--- config.mk ---
export PLATFORM = sky130hd
export DESIGN_NAME = irq_prio_arbiter
export DESIGN_NICKNAME = d
export VERILOG_FILES = /design/src/rtl/irq_arb_pkg.sv /design/src/rtl/irq_pend_bank.sv /design/src/rtl/irq_elig.sv /design/src/rtl/irq_select.sv /design/src/rtl/irq_prio_arbiter.sv
export SDC_FILE = /design/constraint.sdc
export NUM_CORES = 1
export LEC_CHECK = 0
export ABC_AREA = 1
export CORE_MARGIN = 3
export CORE_UTILIZATION = 30
export DETAILED_ROUTE_END_ITERATION = 8
export PLACE_DENSITY_LB_ADDON = 0.25
export SLEW_MARGIN = 10
export SYNTH_ARGS = -nofsm -noshare
export SYNTH_HDL_FRONTEND = slang
export SYNTH_SLANG_ARGS = --single-unit
--- constraint.sdc ---
create_clock -name clk -period 12.65 [get_ports clk]
set_input_delay 1.8975 -clock clk [delete_from_list [all_inputs] [get_ports clk]]
set_output_delay 1.8975 -clock clk [all_outputs]
set_load 0.03 [all_outputs]
--- src/rtl/irq_arb_pkg.sv ---
package irq_arb_pkg;

    localparam int N_SRC = 8;
    localparam int LVL_W = 3;
    localparam int IDX_W = (N_SRC > 1) ? $clog2(N_SRC) : 1;

    typedef logic [LVL_W-1:0] lvl_t;
    typedef logic [IDX_W-1:0] idx_t;

    typedef struct packed {
        logic valid;
        idx_t idx;
        lvl_t lvl;
    } win_t;

    localparam win_t WIN_NONE = '{valid: 1'b0, idx: '0, lvl: '0};

    function automatic logic lvl_admitted(input lvl_t lvl, input lvl_t ipl);
        return (lvl > ipl);
    endfunction

    function automatic logic beats(input lvl_t cand, input logic have, input lvl_t best);
        return !have || (cand > best);
    endfunction

endpackage

--- src/rtl/irq_pend_bank.sv ---
module irq_pend_bank
    import irq_arb_pkg::*;
(
    input  logic                  clk,
    input  logic                  rst,
    input  logic [N_SRC-1:0]      evt,
    input  logic                  cfg_we,
    input  idx_t                  cfg_idx,
    input  logic                  cfg_lvl_we,
    input  lvl_t                  cfg_lvl,
    input  logic                  cfg_pend_we,
    input  logic                  cfg_pend_val,
    input  logic                  ack_hit,
    input  idx_t                  ack_idx,
    output logic [N_SRC-1:0]      pend_d,
    output lvl_t [N_SRC-1:0]      lvl_d
);

    logic [N_SRC-1:0] pend_q;
    lvl_t [N_SRC-1:0] lvl_q;
    logic [N_SRC-1:0] sw_clr;
    logic [N_SRC-1:0] ack_clr;
    logic [N_SRC-1:0] lvl_wr;

    for (genvar i = 0; i < N_SRC; i++) begin : g_src
        always_comb begin
            lvl_wr[i]  = cfg_we && cfg_lvl_we && (cfg_idx == idx_t'(i));
            sw_clr[i]  = cfg_we && cfg_pend_we && !cfg_pend_val && (cfg_idx == idx_t'(i));
            ack_clr[i] = ack_hit && (ack_idx == idx_t'(i));
            pend_d[i]  = evt[i] | (pend_q[i] & ~(sw_clr[i] | ack_clr[i]));
            lvl_d[i]   = lvl_wr[i] ? cfg_lvl : lvl_q[i];
        end

        always_ff @(posedge clk) begin
            if (rst) begin
                pend_q[i] <= 1'b0;
                lvl_q[i]  <= '0;
            end else begin
                pend_q[i] <= pend_d[i];
                lvl_q[i]  <= lvl_d[i];
            end
        end

        // software access can only lower a flag
        a_r3_sw_never_sets: assert property (@(posedge clk) disable iff (rst)
            (!pend_q[i] && !evt[i]) |=> !pend_q[i]);

        // an event always leaves the flag set
        a_r9_event_wins: assert property (@(posedge clk) disable iff (rst)
            evt[i] |=> pend_q[i]);

        // acknowledge without a new event clears the flag
        a_r8_ack_clears: assert property (@(posedge clk) disable iff (rst)
            (ack_hit && (ack_idx == idx_t'(i)) && !evt[i]) |=> !pend_q[i]);

        // level writes keep the pending flag
        a_r11_lvl_indep: assert property (@(posedge clk) disable iff (rst)
            (lvl_wr[i] && !sw_clr[i] && !ack_clr[i] && pend_q[i]) |=> pend_q[i]);
    end

endmodule

--- src/rtl/irq_elig.sv ---
module irq_elig
    import irq_arb_pkg::*;
(
    input  logic                  gie,
    input  lvl_t                  ipl,
    input  logic [N_SRC-1:0]      pend,
    input  lvl_t [N_SRC-1:0]      lvl,
    output logic [N_SRC-1:0]      elig
);

    for (genvar i = 0; i < N_SRC; i++) begin : g_gate
        assign elig[i] = gie && pend[i] && lvl_admitted(lvl[i], ipl);
    end

endmodule

--- src/rtl/irq_select.sv ---
module irq_select
    import irq_arb_pkg::*;
(
    input  logic [N_SRC-1:0]      elig,
    input  lvl_t [N_SRC-1:0]      lvl,
    output win_t                  win
);

    always_comb begin
        win = WIN_NONE;
        for (int i = 0; i < N_SRC; i++) begin
            if (elig[i] && beats(lvl[i], win.valid, win.lvl)) begin
                win.valid = 1'b1;
                win.idx   = idx_t'(i);
                win.lvl   = lvl[i];
            end
        end
    end

endmodule

--- src/rtl/irq_prio_arbiter.sv ---
module irq_prio_arbiter
    import irq_arb_pkg::*;
(
    input  logic                   clk,
    input  logic                   rst,
    input  logic [N_SRC-1:0]       irq_evt,
    input  logic                   gie,
    input  logic [LVL_W-1:0]       ipl,
    input  logic                   cfg_we,
    input  logic [IDX_W-1:0]       cfg_idx,
    input  logic                   cfg_lvl_we,
    input  logic [LVL_W-1:0]       cfg_lvl,
    input  logic                   cfg_pend_we,
    input  logic                   cfg_pend_val,
    input  logic                   ack,
    output logic                   req_valid,
    output logic [IDX_W-1:0]       req_idx,
    output logic [LVL_W-1:0]       req_lvl
);

    logic [N_SRC-1:0] pend_d;
    lvl_t [N_SRC-1:0] lvl_d;
    logic [N_SRC-1:0] elig;
    win_t             win_d;
    win_t             win_q;
    logic             ack_hit;

    assign ack_hit = ack && win_q.valid;

    irq_pend_bank u_bank (
        .clk          (clk),
        .rst          (rst),
        .evt          (irq_evt),
        .cfg_we       (cfg_we),
        .cfg_idx      (cfg_idx),
        .cfg_lvl_we   (cfg_lvl_we),
        .cfg_lvl      (cfg_lvl),
        .cfg_pend_we  (cfg_pend_we),
        .cfg_pend_val (cfg_pend_val),
        .ack_hit      (ack_hit),
        .ack_idx      (win_q.idx),
        .pend_d       (pend_d),
        .lvl_d        (lvl_d)
    );

    irq_elig u_elig (
        .gie  (gie),
        .ipl  (ipl),
        .pend (pend_d),
        .lvl  (lvl_d),
        .elig (elig)
    );

    irq_select u_sel (
        .elig (elig),
        .lvl  (lvl_d),
        .win  (win_d)
    );

    always_ff @(posedge clk) begin
        if (rst) win_q <= WIN_NONE;
        else     win_q <= win_d;
    end

    assign req_valid = win_q.valid;
    assign req_idx   = win_q.idx;
    assign req_lvl   = win_q.lvl;

    // nothing presented after an edge with the enable low
    a_r1_gie_gates: assert property (@(posedge clk) disable iff (rst)
        !gie |=> !req_valid);

    // presented level is above the IPL sampled at the edge before
    a_r5_above_ipl: assert property (@(posedge clk) disable iff (rst)
        req_valid |-> (req_lvl > $past(ipl)));

    // a disabled level is never presented
    a_r4_nonzero_lvl: assert property (@(posedge clk) disable iff (rst)
        req_valid |-> (req_lvl != '0));

    // idle output is fully zero
    a_r10_idle_zero: assert property (@(posedge clk)
        !req_valid |-> (req_idx == '0 && req_lvl == '0));

endmodule

=== After elaboration in Yosys (flattened, before gate mapping) ===
Index checks and enable logic that the tools add are counted.

* Latch bits: 0
* Output and inout port bits: 7
* Input bits: 25
* Memory bits (writable): 0
* Register bits after elaboration: 39
* ROM bits: 0
* Word-level logic and storage cells: 164
* Memories: 0

* Equality and inequality tests: 14
* Divide/modulo/power cells: 0
* Shift operators: 0
* Reductions and logical operators: 68
* $lt $le $gt $ge: 15
* Bitwise gates (word level): 32
* Multiply operators: 0
* Multiplexer cells: 16
* $add $sub $neg: 0

{| class="wikitable"
|+ Operators by type and width
! cell !! number
|-
| two-way mux 7 bit || 8
|-
| logical AND 1 bit || 51
|-
| > comparator 3 bit || 15
|-
| equality test 3 bit (second input constant) || 8
|-
| two-way mux 3 bit || 8
|-
| OR 1 bit || 16
|-
| equality test 3 x 2 -> 1 bit (second input constant) || 4
|-
| AND 1 bit || 8
|-
| logical NOT 1 bit || 8
|-
| inverter 1 bit || 8
|-
| logical OR 1 bit || 7
|-
| equality test 3 x 1 -> 1 bit (second input constant) || 2
|-
| logical NOT 3 bit || 2
|}

=== Logic depth before layout (Yosys ltp) ===
Gate-level depths: netlist (run 1).

* Word-level depth: 38
* Mapped depth: 77
* Mapped depth without buffers: 77

=== Cells and area by module ===
From an unflattened synthesis (run 1), not the netlist that was laid out.

* Cell total of the unflattened synthesis: 575
* Area, all modules: 3,384.5 sq um

{| class="wikitable"
|+ By module, submodules not included
! module !! times used !! area each (sq um) !! sequential area each (sq um) !! cells an instance
|-
| irq_pend_bank || 1 || 1,531.5 || 640.6 || 254
|-
| irq_select || 1 || 969.7 || 0.0 || 175
|-
| irq_elig || 1 || 683.2 || 0.0 || 123
|-
| irq_prio_arbiter || 1 || 200.2 || 140.1 || 23
|}

=== Worst setup path before layout (run 1) ===
Ideal clock, no wire load.

* Kind: input-to-reg
* Start: input port cfg_idx[1]
* End: register win_q, in the netlist req_idx[1]
* Stages on the path: 76
* Data arrival time: 10.177 ns
* Slack: 2.358 ns
* Required time: 12.535 ns
* Buffers on the path: 0
* Setup time: 0.115 ns
* Path through: inv_2 -> nand2_2 -> nor2_2 -> nand2_1 -> nand2_1 -> o21a_1 -> inv_1 -> ha_1 -> nand3_1 -> nand2_1 -> a21oi_1 -> nand2_4 -> nor2_1 -> inv_1 -> ha_1 -> a21oi_1 -> o21ai_0 -> nand2_1 -> (+40 left out) -> ha_1 -> nand2_1 -> o21ai_0 -> nand2_1 -> nand2_1 -> nand2_1 -> inv_1 -> nand2_1 -> and2_1 -> ha_1 -> a21oi_1 -> o21ai_0 -> nand2_1 -> nand2_4 -> nand2_4 -> nand2_1 -> o21ai_0 -> inv_1

{| class="wikitable"
|+ RTL lines
! element !! RTL line !! text
|-
| from (decl) || irq_prio_arbiter.sv:10 || <nowiki>input logic [IDX_W-1:0] cfg_idx,</nowiki>
|-
| to (signal assigned) || irq_prio_arbiter.sv:62 || <nowiki>else win_q <= win_d;</nowiki>
|-
| to (decl) || irq_prio_arbiter.sv:25 || <nowiki>win_t win_q;</nowiki>
|}

==> impl_metrics.yaml, run 1 <==
outcome:
  status: "finished clean"
logic_synthesis:
  synth-simple-area-share_pct: 35.9
  synthMuxAreaShare_pct: 0
  netlist_instances: 478
  synth_top_area_share_pct: 24.9
  synth.avg_cell_area_sq_um: 6.56
  yosysSeqAreaShare_pct: 24.9
  ys_seq_elements: 39
  synth_top_family_by_area: "simple AND/OR/NAND/NOR gates"
  syn_nets: 548
  yosys.area_share.adder_pct: 18.0
  ys_types: 31
  yosys.area.top_type: "dfxtp_1"
  synth_compound_area_share_pct: 11.7
  synth_area_leaders: "dfxtp_1 25%, ha_1 18%, nand2_1 14%, inv_1 8.1%, nand3_1 7.2%"
  yosys.area_share.xor_xnor_pct: 0
  yosysWarnings: 0
  syn_area_sq_mm: 0.00314
setup_path:
  r2r-start: "u_bank.lvl_q[2]"
  end_kind: "flop"
  cp.required_ns: 12.84
  startpoint: "cfg_idx[1]"
  crit_top_cell: "nand2_1"
  cp_slowest_cell: "clkdlybuf4s50_1"
  reg2reg_depth: 71
  rrSetupSlack_ns: 3.42
  worstSetupPathType: "in2reg"
  startpoint_type: "input port"
  cp_slowest_stage_delay_ns: 0.44
  crit_arrival_ns: 11.64
  endpoint: "req_idx[1]"
  path_max_fanout: 7
  timing.rr.end: "req_idx[1]"
clocking:
  clockBufferDepth: 2
  hold_buffers: 0
  cts_tree: "built"
  clockRootBuffer: "clkbuf_8"
  insertion_delay_ns: 0.30
  numCtsBuffers: 5
  clock_sinks: 39
  cts-htree-levels: 2
  path_clk_slew_ns: 0.08
floorplanning:
  std_cell_rows: 36
  die_y_um: 108
  ios: 32
  core_area_sq_mm: 0.00995
  die_area_sq_mm: 0.0117
  initial_core_util_pct: 31.5
  die_w_um: 108
grt:
  grt_pass1_vias: 2977
  antenna_found_initial: 0
  grt_first_pass_wirelength_mm: 14.2
  track_usage_pct: 15.3
  grt-ovfl-total: 0
  grt_max_degree: 37
final_layout:
  drive_above_1_share_pct: 6.81
  area_growth_pct: 18.9
  n_antenna_cell: 0
  final_common_cell: "nand2_1"
  nNetsFinal: 584
  fill_cells: 1082
  layout_common_cells: "117 x nand2_1, 68 x inv_1, 45 x nand3_1, 45 x nor2_1, 45 x ha_1"
min_path:
  hold_path_class: "reg2reg"
  hold_start: "u_bank.pend_q[0]"
route:
  avgRoutedWirePerCell_um: 13.2
  ant_nets: 0
  drtIter0Drc: 167
  routed_wl_mm: 8.52
  drc: 0
  vias: 3022
  via_per_inst: 4.67
  dr.pass1.iters: 4
timing:
  tns_ns: 0
  period_minus_slack_ns: 11.44
  hold_viol_final: 0
  worst_slew_margin_rel_pct: 43.1
  fmax_mhz: 87.4
  min_period_over_period_pct: 90.5
  worst_slew_pin_slew_ns: 0.846
  setup_viol: 0
  rsz0062_at_grt: "no"
  slew_viol_final: 0
  clock_skew_ns: 0.00711
  timing.hold.ws_ns: 0.491
power:
  swShare_pct: 30.9
  vdd_ir_drop_max_v: 0.0000392
  p_leak_uw: 0.00196
  power_uw: 319
  p_int_uw: 220
  pwr-share-seq_pct: 40.9
  power_frac_comb_pct: 27.0
  p_per_area_mw_per_mm2: 85.6
  power_frac_clock_pct: 32.1
  p_sw_uw: 98.6
place:
  globalplace.congestion: 0.809
  dp_hpwl_mm: 6.72
  numPortBuffers: 31
flow_run:
  max_cap_violations: 0
power by group through the flow:
stage	Clock [uW]	Sequential (uW)	Combinational, uW
5_1_grt	110	131	98.4
3_3_place_gp	0	133	83.3
2_1_floorplan	0	137	53.8
3_5_place_dp	0	133	85.6
6_report	102	130	86.1
4_1_cts	105	130	86.2
metal layers:
metal	GRT usage (%)	vias to the layer above	part of all wire (%)
met5	0	-	0
met3	1.85	4	4.6
li1	-	1626	-
met4	3.25	0	0.81
met1	21.0	1337	50
met2	25.8	55	45
worst max-delay path, delay by kind of cell:
| kind | cells | cell delay [ns] |
|---|---|---|
| buf+inv | 9 | 1.08 |
| simple gates | 42 | 4.10 |
| fa+ha+maj | 8 | 2.43 |
| compound gates | 17 | 2.16 |
final cells by class:
class	instances	area, sq um	share of cell area (%)
flip-flops and latches	39	781	20.9
inverters	71	267	7.15
multi-input cells	362	2070	55.4
repair buffers	35	345	9.26
clock buffers	6	72.6	1.95
clock inverters	1	30.0	0.806
well taps	133	166	4.46
per-stage QoR:
stage / area [sq um] / setup slack, ns / util, % / instances
CTS: 3710 / 0.950 / 37.2 / 646
finish: 3730 / 1.21 / 37.4 / 647
global route: 3730 / 0.0130 / 37.4 / 647
floorplan: 3140 / 2.36 / - / 478
global placement: 3600 / 0.919 / 36.2 / 639
detailed placement: 3600 / 0.672 / 36.2 / 639
how the worst min path moves through the flow:
stage	to	cells after the start
3_5_place_dp	u_bank.pend_q[0]	2
3_3_place_gp	u_bank.pend_q[0]	2
4_1_cts	u_bank.pend_q[0]	2
6_report	u_bank.pend_q[0]	2
5_1_grt	u_bank.pend_q[0]	2
2_1_floorplan	u_bank.lvl_q[0]	2
sequential cells by signal, summed over array words and instances (netlist names):
signal	flops
req_valid	1
u_bank.lvl_q	24
req_idx	3
u_bank.pend_q	8
req_lvl	3
kinds of logic (layout without fill, tap and decap cells):
| family | count (synthesis) | after routing |
|---|---|---|
| compound gates | 68 | 68 |
| fa+ha+maj | 45 | 45 |
| buf+inv | 77 | 113 |
| simple gates | 249 | 249 |
| flops | 39 | 39 |
cell usage after synthesis:
cell,instances
nand2_1,119
inv_1,68
ha_1,45
nand3_1,45
nor2_1,45
dfxtp_1,39
o21ai_0,29
a21oi_1,25
and2_1,8
nand2_2,6
nor3_1,5
o21a_1,5
a31oi_1,4
clkbuf_1,4
inv_2,3
nand2_4,3
nand3_2,3
nand3b_1,3
nand4_1,3
nor2_2,3
o21ai_1,2
or2_1,2
a211oi_1,1
a21oi_2,1
a32oi_1,1
buf_2,1
buf_6,1
nor2_4,1
nor3_2,1
nor4_1,1
or2_4,1
repair_timing:
action | in CTS | in global routing
buffers inserted | 0 | 1
setup endpoints to repair | 0 | 6
endpoints found under the hold margin | 0 | 0
gates resized for setup | 0 | 5
No activity file was read; power rests on OpenSTA's default activity.
==> run 2, diff against run 1 <==
Settings changed: CTS_CLUSTER_SIZE set to 12.
Clock period 12.65 ns to 12.74 ns, I/O delays scaled along.
==> impl_metrics.yaml, run 2 (synthesized netlist as in run 1, its figures left out) <==
place:
  globalplace.congestion: 0.827
  dpl_cell_area_sq_mm: 0.00359
  numPortBuffers: 31
  pre_cts_slack_ns: 0.774
  dp_hpwl_mm: 6.69
final_layout:
  top_regs: "u_bank.lvl_q (24), u_bank.pend_q (8)"
  largest_register: "u_bank.lvl_q"
  n_antenna_cell: 0
  nNetsFinal: 582
  area_growth_pct: 17.7
  final_common_cell: "nand2_1"
  regArea_sq_um: 781
  largest_register_ffs: 24
  fill_cells: 1086
  drive_above_1_share_pct: 6.82
  layout_common_cells: "118 x nand2_1, 67 x inv_1, 45 x nand3_1, 45 x ha_1, 44 x nor2_1"
  design_area_sq_mm: 0.00369
  multi_input_area_sq_mm: 0.00207
floorplanning:
  die_w_um: 108
  die_y_um: 108
  core_area_sq_mm: 0.00995
  std_cell_rows: 36
  die_area_sq_mm: 0.0117
  initial_core_util_pct: 31.5
  ios: 32
grt:
  track_usage_pct: 15.2
  use_met2_pct: 26.3
  antenna_found_initial: 0
  grt_pass1_vias: 3011
  grt-ovfl-total: 0
  top_usage_layer: "met2"
  grt_max_degree: 37
  met1_usage_pct: 20.2
  met3_usage_pct: 1.67
  grt_first_pass_wirelength_mm: 14.1
route:
  routed_wl_mm: 8.28
  drtIter0Drc: 131
  dr.pass1.iters: 4
  vias: 3017
  drc: 0
  via_per_inst: 4.67
  avgRoutedWirePerCell_um: 12.8
  ant_nets: 0
outcome:
  status: "finished clean"
clocking:
  clock_sinks: 39
  cts_tree: "built"
  clockBufferDepth: 2
  numCtsBuffers: 5
  path_clk_slew_ns: 0.07
  cts-htree-levels: 2
  insertion_delay_ns: 0.29
  clockRootBuffer: "clkbuf_8"
setup_path:
  startpoint_type: "input port"
  crit_top_cell: "nand2_1"
  crit_arrival_ns: 11.60
  crit_buf_inv: 10
  end_kind: "flop"
  path_max_fanout: 7
  worstSetupPathType: "in2reg"
  cp.required_ns: 12.92
  path_delay_family: "simple AND/OR/NAND/NOR gates"
  cp_slowest_stage_delay_ns: 0.51
  cp_slowest_cell: "clkdlybuf4s50_1"
power:
  power_uw: 297
  vdd_ir_drop_max_v: 0.0000423
  p_per_area_mw_per_mm2: 80.4
  p_leak_uw: 0.00192
timing:
  timing.hold.ws_ns: 0.491
  clock_skew_ns: 0.00849
  slew_viol_final: 0
  setup_viol: 0
  hold_viol_final: 0
  min_period_over_period_pct: 89.6
  fmax_mhz: 87.6
  rsz0062_at_grt: "no"
  period_minus_slack_ns: 11.42
  worst_slew_pin_slew_ns: 0.886
  tns_ns: 0
  worst_slack_ns: 1.32
  worst_slew_margin_rel_pct: 40.4
flow_run:
  max_cap_violations: 0
min_path:
  hold_path_class: "reg2reg"
[run 2: metal layers]
metal / wire (um) / vias up
li1: - / 1621
met1: 4010 / 1345
met2: 3820 / 45
met3: 354 / 6
met4: 97 / 0
met5: 0 / -
[run 2: timing repair]
item | 4_1_cts | 5_1_grt
endpoints found under the setup margin | 0 | 6
gates resized for setup | 0 | 5
hold buffers | 0 | 0
hold endpoints to repair | 0 | 0
buffers inserted | 0 | 1
[run 2: worst paths after layout]
check                         from          endpoint  slack [ns]  cells after the start
hold / removal    u_bank.pend_q[0]  u_bank.pend_q[0]        0.49                      2
hold reg to reg   u_bank.pend_q[0]  u_bank.pend_q[0]        0.49                      2
setup reg to reg   u_bank.lvl_q[2]        req_idx[1]        3.59                     72
setup / recovery        cfg_idx[0]        req_idx[1]        1.32                     77
[run 2: report_power, final]
group	switching (uW)	internal [uW]	leakage, uW
clock network	44.2	38.3	0.0000412
logic	50.9	33.8	0.00156
registers	2.20	127	0.000318
total	97.3	199	0.00192
[run 2: worst min-delay path, stage by stage (launching register included)]
cell,delay [ns]
dfxtp_1,0.31
nand3_2,0.08
a21oi_1,0.06
[run 2: area by class of cell]
| class | count | area share, % |
|---|---|---|
| multi-input combinational | 362 | 56.0 |
| sequential | 39 | 21.2 |
| clock inverter | 2 | 0.339 |
| timing repair buffer | 33 | 8.82 |
| clock buffer | 6 | 1.97 |
| inverter | 71 | 7.22 |
| tap | 133 | 4.51 |
[run 2: stage by stage]
| step | utilization [%] | instances |
|---|---|---|
| floorplan | - | 478 |
| global placement | 36.0 | 637 |
| detailed placement | 36.0 | 637 |
| CTS | 36.9 | 645 |
| global route | 37.1 | 646 |
| finish | 37.1 | 646 |
